===== src/rtl/fpsr_pkg.sv =====
package fpsr_pkg;
  localparam int unsigned CSR_W     = 32;
  localparam int unsigned EXC_N     = 5;
  localparam int unsigned CAUSE_W   = EXC_N + 1;
  localparam int unsigned RM_W      = 2;
  localparam int unsigned RM_LSB    = 0;
  localparam int unsigned FLAG_LSB  = 2;
  localparam int unsigned EN_LSB    = FLAG_LSB + EXC_N;
  localparam int unsigned CAUSE_LSB = EN_LSB + EXC_N;
  localparam int unsigned CC0_POS   = 23;
  localparam int unsigned FLUSH_POS = 24;
  localparam int unsigned CCHI_LSB  = 25;
  localparam int unsigned CC_N      = 8;
  localparam int unsigned CC_SEL_W  = $clog2(CC_N);

  function automatic int unsigned cc_pos(int unsigned k);
    return (k == 0) ? CC0_POS : CCHI_LSB + k - 1;
  endfunction

  function automatic logic [CC_N-1:0] cc_of(logic [CSR_W-1:0] v);
    logic [CC_N-1:0] r;
    for (int unsigned k = 0; k < CC_N; k++) r[k] = v[cc_pos(k)];
    return r;
  endfunction

  function automatic logic [CSR_W-1:0] wr_mask();
    logic [CSR_W-1:0] m;
    m = '0;
    for (int unsigned i = 0; i < RM_W; i++)  m[RM_LSB + i]   = 1'b1;
    for (int unsigned i = 0; i < EXC_N; i++) m[FLAG_LSB + i] = 1'b1;
    for (int unsigned i = 0; i < EXC_N; i++) m[EN_LSB + i]   = 1'b1;
    m[FLUSH_POS] = 1'b1;
    return m;
  endfunction

  localparam logic [CSR_W-1:0] WR_MASK = wr_mask();
endpackage


===== src/rtl/fpsr_sw_merge.sv =====
module fpsr_sw_merge
  import fpsr_pkg::*;
#(
  parameter int unsigned W = CSR_W
) (
  input  logic [W-1:0] cur,
  input  logic         wr_en,
  input  logic [W-1:0] wr_data,
  output logic [W-1:0] merged
);
  localparam logic [W-1:0] MASK = W'(WR_MASK);

  always_comb begin
    merged = cur;
    if (wr_en) merged = (cur & ~MASK) | (wr_data & MASK);
  end
endmodule


===== src/rtl/fpsr_op_apply.sv =====
module fpsr_op_apply
  import fpsr_pkg::*;
#(
  parameter int unsigned W  = CSR_W,
  parameter int unsigned NE = EXC_N
) (
  input  logic [W-1:0]  base,
  input  logic          valid,
  input  logic [NE-1:0] exc,
  input  logic          unimpl,
  output logic [W-1:0]  applied
);
  always_comb begin
    applied = base;
    if (valid) begin
      applied[CAUSE_LSB +: NE+1] = {unimpl, exc};
      applied[FLAG_LSB +: NE]    = base[FLAG_LSB +: NE] | exc;
    end
  end
endmodule


===== src/rtl/fpsr_trap_eval.sv =====
module fpsr_trap_eval
  import fpsr_pkg::*;
#(
  parameter int unsigned NE = EXC_N
) (
  input  logic          evt,
  input  logic [NE:0]   cause,
  input  logic [NE-1:0] enables,
  output logic          trap
);
  logic enabled_hit;
  assign enabled_hit = |(cause[NE-1:0] & enables);
  assign trap        = evt & (enabled_hit | cause[NE]);
endmodule


===== src/rtl/fpsr_cc_update.sv =====
module fpsr_cc_update
  import fpsr_pkg::*;
#(
  parameter int unsigned W  = CSR_W,
  parameter int unsigned NC = CC_N,
  parameter int unsigned SW = CC_SEL_W
) (
  input  logic [W-1:0]  base,
  input  logic          en,
  input  logic [SW-1:0] sel,
  input  logic          val,
  output logic [W-1:0]  updated
);
  logic [NC-1:0] hit;

  for (genvar k = 0; k < NC; k++) begin : g_hit
    assign hit[k] = en && (sel == SW'(k));
  end

  always_comb begin
    updated = base;
    for (int unsigned k = 0; k < NC; k++) begin
      if (hit[k]) updated[cc_pos(k)] = val;
    end
  end
endmodule


===== src/rtl/fp_status_unit.sv =====
module fp_status_unit
  import fpsr_pkg::*;
(
  input  logic                clk,
  input  logic                rst,
  input  logic                sw_wr_en,
  input  logic [CSR_W-1:0]    sw_wr_data,
  input  logic                op_valid,
  input  logic [EXC_N-1:0]    op_exc,
  input  logic                op_unimpl,
  input  logic                op_wb_req,
  input  logic                op_is_cmp,
  input  logic [CC_SEL_W-1:0] op_cc_sel,
  input  logic                op_cc_val,
  output logic [CSR_W-1:0]    csr_rdata,
  output logic [RM_W-1:0]     rnd_mode,
  output logic                trap_o,
  output logic                wb_commit_o
);
  logic [CSR_W-1:0] csr_q;
  logic [CSR_W-1:0] after_sw;
  logic [CSR_W-1:0] after_op;
  logic [CSR_W-1:0] csr_nx;
  logic             trap_nx;
  logic             commit_nx;
  logic             evt;

  assign evt = sw_wr_en | op_valid;

  fpsr_sw_merge #(.W(CSR_W)) u_merge (
    .cur(csr_q), .wr_en(sw_wr_en), .wr_data(sw_wr_data), .merged(after_sw)
  );

  fpsr_op_apply #(.W(CSR_W), .NE(EXC_N)) u_apply (
    .base(after_sw), .valid(op_valid), .exc(op_exc), .unimpl(op_unimpl),
    .applied(after_op)
  );

  fpsr_trap_eval #(.NE(EXC_N)) u_trap (
    .evt(evt),
    .cause(after_op[CAUSE_LSB +: CAUSE_W]),
    .enables(after_op[EN_LSB +: EXC_N]),
    .trap(trap_nx)
  );

  fpsr_cc_update #(.W(CSR_W), .NC(CC_N), .SW(CC_SEL_W)) u_cc (
    .base(after_op), .en(op_valid & op_is_cmp & ~trap_nx),
    .sel(op_cc_sel), .val(op_cc_val), .updated(csr_nx)
  );

  assign commit_nx = op_valid & op_wb_req & ~op_is_cmp & ~trap_nx;

  always_ff @(posedge clk) begin
    if (rst) begin
      csr_q       <= '0;
      trap_o      <= 1'b0;
      wb_commit_o <= 1'b0;
    end else begin
      csr_q       <= csr_nx;
      trap_o      <= trap_nx;
      wb_commit_o <= commit_nx;
    end
  end

  assign csr_rdata = csr_q;
  assign rnd_mode  = csr_q[RM_LSB +: RM_W];

  // reset leaves a zero word and no pulses
  a_r1_reset_zero: assert property (@(posedge clk)
    $past(rst) |-> (csr_q == '0 && !trap_o && !wb_commit_o));

  // cause field mirrors the last operation's outcome
  a_r3_cause_replaced: assert property (@(posedge clk) disable iff (rst)
    op_valid |=> csr_q[CAUSE_LSB +: CAUSE_W] == $past({op_unimpl, op_exc}));

  // without a software write no flag is lost
  a_r4_flags_sticky: assert property (@(posedge clk) disable iff (rst)
    !sw_wr_en |=> (($past(csr_q[FLAG_LSB +: EXC_N]) & ~csr_q[FLAG_LSB +: EXC_N]) == '0));

  // a trap and a commit never coincide
  a_r6_trap_blocks_wb: assert property (@(posedge clk) disable iff (rst)
    trap_o |-> !wb_commit_o);

  // compares never commit a result
  a_r6_cmp_no_commit: assert property (@(posedge clk) disable iff (rst)
    (op_valid && op_is_cmp) |=> !wb_commit_o);

  // a lone software write leaves protected bits untouched
  a_r7_protected_bits: assert property (@(posedge clk) disable iff (rst)
    (sw_wr_en && !op_valid) |=> (((csr_q ^ $past(csr_q)) & ~WR_MASK) == '0));

  // compare touches only the selected condition bit
  a_r9_cc_select_only: assert property (@(posedge clk) disable iff (rst)
    (op_valid && op_is_cmp) |=>
      (((cc_of(csr_q) ^ $past(cc_of(csr_q))) & ~(CC_N'(1) << $past(op_cc_sel))) == '0));

  // a trapping compare keeps all condition bits
  a_r9_trap_keeps_cc: assert property (@(posedge clk) disable iff (rst)
    (op_valid && op_is_cmp) |=> (!trap_o || cc_of(csr_q) == $past(cc_of(csr_q))));

  // no trap without an event
  a_r5_trap_needs_event: assert property (@(posedge clk) disable iff (rst)
    (!sw_wr_en && !op_valid) |=> !trap_o);
endmodule


===== config.mk =====
export PLATFORM = sky130hd
export DESIGN_NAME = fp_status_unit
export DESIGN_NICKNAME = d
export VERILOG_FILES = /design/src/rtl/fpsr_pkg.sv /design/src/rtl/fpsr_sw_merge.sv /design/src/rtl/fpsr_op_apply.sv /design/src/rtl/fpsr_trap_eval.sv /design/src/rtl/fpsr_cc_update.sv /design/src/rtl/fp_status_unit.sv
export SDC_FILE = /design/constraint.sdc
export NUM_CORES = 1
export LEC_CHECK = 0
export ABC_AREA = 1
export CAP_MARGIN = 20
export CELL_PAD_IN_SITES_DETAIL_PLACEMENT = 1
export CELL_PAD_IN_SITES_GLOBAL_PLACEMENT = 1
export CORE_ASPECT_RATIO = 2
export CORE_UTILIZATION = 25
export DETAILED_ROUTE_END_ITERATION = 12
export PLACE_DENSITY = 0.83
export SLEW_MARGIN = 20
export SYNTH_ARGS = -nofsm -noshare
export SYNTH_HDL_FRONTEND = slang
export SYNTH_SLANG_ARGS = --single-unit

===== constraint.sdc =====
create_clock -name clk -period 3.9 [get_ports clk]
set_input_delay 0.585 -clock clk [delete_from_list [all_inputs] [get_ports clk]]
set_output_delay 0.585 -clock clk [all_outputs]
set_load 0.03 [all_outputs]

* Yosys cells after proc, flatten, opt, wreduce, memory -nomap -nowiden
Index checks and enable logic that the tools add are counted.
** Storage, ports and cells
- Output and inout port bits :: 36
- Input port bits :: 48
- Word-level logic and storage cells :: 61
- Register bits after elaboration :: 34
** Operators by class
- Multiplexer cells :: 11
- Equality and inequality tests :: 7
- Reductions and logical operators :: 18
- Bitwise logic cells :: 13
** Operators by type and width (number)
- $mux W32 :: 1
- $or A32 B25 Y32 :: 1
- $reduce_bool A2 Y1 :: 8
- $eq A3 B3 Y1 const B :: 4
- $logic_and A1 B1 Y1 :: 8
- $mux W1 :: 8
- $and A1 B1 Y1 :: 6
- $eq A3 B2 Y1 const B :: 2
- $mux W6 :: 1
- $and A5 B5 Y5 :: 1
- $mux W5 :: 1
- $or A5 B5 Y5 :: 1
- $reduce_or A5 Y1 :: 1
- $eq A3 B1 Y1 const B :: 1
- $logic_not A3 Y1 :: 1
- $not A1 Y1 :: 2
- $or A1 B1 Y1 :: 2

* Logic depth before layout (Yosys ltp)
- Depth after elaboration :: 11
- Mapped depth :: 11
- Gate-level depth less buffers :: 10

* By module
Synthesis repeated with hierarchy kept, for this count alone.
** Second synthesis, totals
- Cells, all modules :: 305
- Area total of the unflattened synthesis :: 2020.7 um2
** Modules (own cells, without submodules)
- fp_status_unit :: cells an instance 114, seq. area each 680.7 um2, area each 1027.2 um2, times used 1
- fpsr_cc_update :: cells an instance 67, seq. area each 0.0 um2, area each 365.4 um2, times used 1
- fpsr_sw_merge :: cells an instance 61, seq. area each 0.0 um2, area each 311.5 um2, times used 1
- fpsr_op_apply :: cells an instance 50, seq. area each 0.0 um2, area each 266.5 um2, times used 1
- fpsr_trap_eval :: cells an instance 13, seq. area each 0.0 um2, area each 50.0 um2, times used 1

* Worst setup path after synthesis
Ideal clock, no wire load.
- Kind :: input-to-reg
- From :: in op_valid
- To :: reg csr_q[23], in the netlist csr_rdata[23]
- Buffers on the path :: 1
- Arrival time :: 1.601 ns
- Data required time :: 3.830 ns
- Stages on the path :: 8
- Path slack :: 2.229 ns
- Setup time :: 0.070 ns
- Cell sequence :: buf_2 -> o21ai_1 -> nand2_1 -> nor2_8 -> nand2_4 -> nor2_4 -> nand3_1 -> a21oi_1
** On the way
- Longest elaborated chain between the ends :: 9
- Elaborated cells between the ends (all ways) :: 12
- Those cells by class :: mux: 2; bitwise: 7; reduce/logical: 3
** Ends and longest elaborated chain
- from (decl) :: line fp_status_unit.sv:8 : input logic op_valid,
- $mux W6 :: line fpsr_op_apply.sv:15 : if (valid) begin
- $and A5 B5 Y5 :: line fpsr_trap_eval.sv:12 : assign enabled_hit = |(cause[NE-1:0] & enables);
- $reduce_or A5 Y1 :: line fpsr_trap_eval.sv:12
- $or A1 B1 Y1 :: line fpsr_trap_eval.sv:13 : assign trap = evt & (enabled_hit | cause[NE]);
- $and A1 B1 Y1 :: line fpsr_trap_eval.sv:13
- $not A1 Y1 :: line fp_status_unit.sv:47 : .base(after_op), .en(op_valid & op_is_cmp & ~trap_nx),
- $and A1 B1 Y1 * :: line fp_status_unit.sv:47
- $logic_and A1 B1 Y1 * :: line fpsr_cc_update.sv:17 : assign hit[k] = en && (sel == SW'(k));
- $mux W1 / $reduce_bool A2 Y1 (equally long branches)
- to (signal assigned) :: line fp_status_unit.sv:59 : csr_q <= csr_nx;
- to (decl) :: line fp_status_unit.sv:20 : logic [CSR_W-1:0] csr_q;
Mark *: on every way between the ends. The rest lies on a longest branch, timed or not.
A chain may end at the register's enable or synchronous reset.

* Worst setup path after layout
- From :: in op_valid
- To :: reg csr_q[25], in the netlist csr_rdata[25]
Same word-level chain as after synthesis.

==> summary.md <==
| Metric | Value |
|---|---|
| Fin crit period | approximately 2.3 ns |
| Slew HR | around 62% |
| Most numerous cell on the critical path | nand2_1 |
| Highest routed layer | met4 |
| First-pass GRT wire length | 6570 um |
| Final period util | about three fifths |
| Initial antenna violation count | 0 |
| Vias in the first global route | approximately 1500 |
| Setup violators final | 0 |
| Area of the multi-input gates | 608 um^2 |
| Post-Route WL | about 4100 um |
| Worst-Margin Slew | ~0.57 ns |
| Filler cells | between 600 and 700 |
| Number of hold buffers added after cts | 0 |
| DP HPWL | 3190 um |
| Clk_lat worst skew | roughly 0.27 ns |
| Setup Skew | between 0.002 and 0.0025 ns |
| I/O Buffers | around 60 |
| FP Rows | 36 |
| Post-CTS Setup Bufs | 0 |
| TritonCTS Buffers | 5 |
| Share of post-route cells with drive strength above 1 | approximately 8% |
| Met2 WL | ~2400 um |
| Gr usage total | between 10% and 20% |
| Vias per cell | around 4.7 |
| Post-CTS Resized | 0 |
| Avg WL per Cell | between 10 and 15 um |
| Reg2Reg Setup Slack | 2.46 ns |
| Final Non-Filler Cells | roughly 300 |
| DRT Pass-1 Iters | 4 |
| Syn_area_per_cell | 7.19 um^2 |
| CTS root buffer | clkbuf_8 |
| Max_cap viols | 0 |
| Unique masters post-synth | 22 |
| Total negative slack | 0 ns |
| I/O Pins | 84 |
| Mapped Area | between 1000 and 1500 um^2 |
| Max Clock Freq | around 430 MHz |
| Unrepaired setup endpoints after global routing | no |
| DR WL met3 | 226 um |
| CP Class | in -> reg |
| Layout area overhead | 54.6% |
| WP data required | approximately 4.1 ns |
| Placed instance count | between 200 and 300 |
| Post-DRT Antenna Nets | 0 |
| Via count | between 1000 and 1500 |
| Clk slew on worst S/H paths | approximately 0.06 ns |
| Reg area | 581 um^2 |
| Die Height | approximately 100 um |
| Num Clock Sinks | 29 |
| Cells after synthesis | 181 |
| Starting density of the core | about a quarter |
| Final Max Slew Viols | 0 |
| Outcome | completed |
| PwrDens | about 380 nW/um^2 |
| Max clock buf depth | 2 |
| Worst-path cell with the longest stage delay | clkdlybuf4s50_1 |
| Final nets | ~290 |
| Die extent in x | ~53 um |
| Crit start category | input port |
| Die area | ~5500 um^2 |
| CP Capture Type | flop |
| Max IR drop VDD | 0.199 mV |
| Hold Vio Cnt, Final | 0 |
| Met1 wire length | between 1000 and 1500 um |
| Synth warn | 0 |
| Arrival time worst endpoint | 2.51 ns |
| Final global-route overflow total | 0 |
| DR iter-0 viols | 31 |
| FF+latch count, synth | 29 |
| Final core area utilization | 40.6% |
| CTS tree | done |
| Crit-path cells | clkdlybuf4s50_1, inv_1, nand2_1, nand2_1, nand2_1, nand2_1, nor2_8, nand2_4, nor2_4, nand3_1, a21oi_1 |
| Static Leakage | about 0.82 nW |
| Core ar. | 4950 um^2 |
| H-Tree Depth | 2 |
| Sequential fraction of the synthesis area | between 40% and 50% |
| Routability cong. | ~0.71 |
| Crit-path max FO | 9 |
| CP peak stage delay | 0.64 ns |
| Hold Path Class | reg -> reg |
| Antenna fix cells | 0 |
| Largest net degree at the start of global routing | 16 |
| DRC | 0 |
worst paths after layout:
kind / from / endpoint / cells after the start
setup / recovery: op_valid / csr_rdata[25]$_SDFFE_PP0P_ / 11
hold / removal: csr_rdata[23]$_SDFFE_PP0P_ / csr_rdata[23]$_SDFFE_PP0P_ / 2
setup reg to reg: csr_rdata[12]$_SDFF_PP0_ / csr_rdata[25]$_SDFFE_PP0P_ / 9
hold reg to reg: csr_rdata[23]$_SDFFE_PP0P_ / csr_rdata[23]$_SDFFE_PP0P_ / 2
cell families after synthesis:
group | count (synthesis) | synth area share, %
other cells | 1 | 0.288
compound gates | 28 | 11.2
buf+inv | 24 | 9.81
flops | 29 | 44.6
simple gates | 99 | 34.0
sequential cells by signal (all words and copies together) (netlist names):
register	cells
wb_commit_o	1
csr_rdata	27
trap_o	1
cells in the mapped netlist:
cell type,count,area (um^2)
nand3_1,8,40.0
inv_2,2,7.51
nor2_8,1,20.0
clkbuf_1,2,7.51
inv_1,8,30.0
a31oi_1,5,31.3
nand2_1,58,218
nor2_1,18,67.6
o21ai_1,5,25.0
conb_1,1,3.75
buf_4,7,52.6
buf_1,1,3.75
dfxtp_1,29,581
buf_2,2,10.0
nand4_1,9,56.3
or2_2,1,6.26
nor2_4,1,11.3
a21oi_1,18,90.1
nand2_4,1,11.3
nand2_2,2,12.5
buf_6,1,11.3
clkbuf_2,1,5.00
placed cells by master (no fill, tap or decap), drive strengths merged:
master	instances
nand2	61
clkdlybuf4s50	59
dfxtp	29
nor2	20
a21oi	18
inv	10
nand4	9
nand3	8
clkbuf	7
o21ai	5
a31oi	5
conb	5
buf	3
or2	1
clkinv	1
through the flow:
stage	cell area, um^2	total power [mW]	hold WS, ns	setup WS [ns]
5_1_grt	2010	0.803	0.498	1.42
3_3_place_gp	1910	0.488	0.450	1.33
2_1_floorplan	1320	0.421	0.590	2.23
6_report	2010	0.757	0.466	1.58
4_1_cts	2010	0.773	0.474	1.57
3_5_place_dp	1910	0.492	0.463	1.27
worst max-delay path, delay by kind of cell:
kind | cells | cell delay, ns
AND/OR/NAND/NOR | 8 | 0.92
buffers and inverters | 2 | 0.84
AO/OA/AOI/OAI | 1 | 0.16
per-layer routing:
layer	vias to the layer above	track usage [%]
met3	2	3.22
met1	661	12.9
met2	51	33.3
met4	0	5.64
li1	692	-
met5	-	0
power breakdown:
part | total [mW] | switching [mW] | internal [mW]
registers | 0.318 | 0.00708 | 0.311
logic | 0.166 | 0.0962 | 0.0693
clock network | 0.274 | 0.114 | 0.159
final cells by class:
type	instances	share of cell area [%]
clock buffers	7	4.79
flip-flops and latches	29	28.9
multi-input cells	132	30.2
well taps	57	3.54
repair buffers	62	30.5
inverters	10	1.87
clock inverters	1	0.249
No activity file was read; power rests on OpenSTA's default activity.
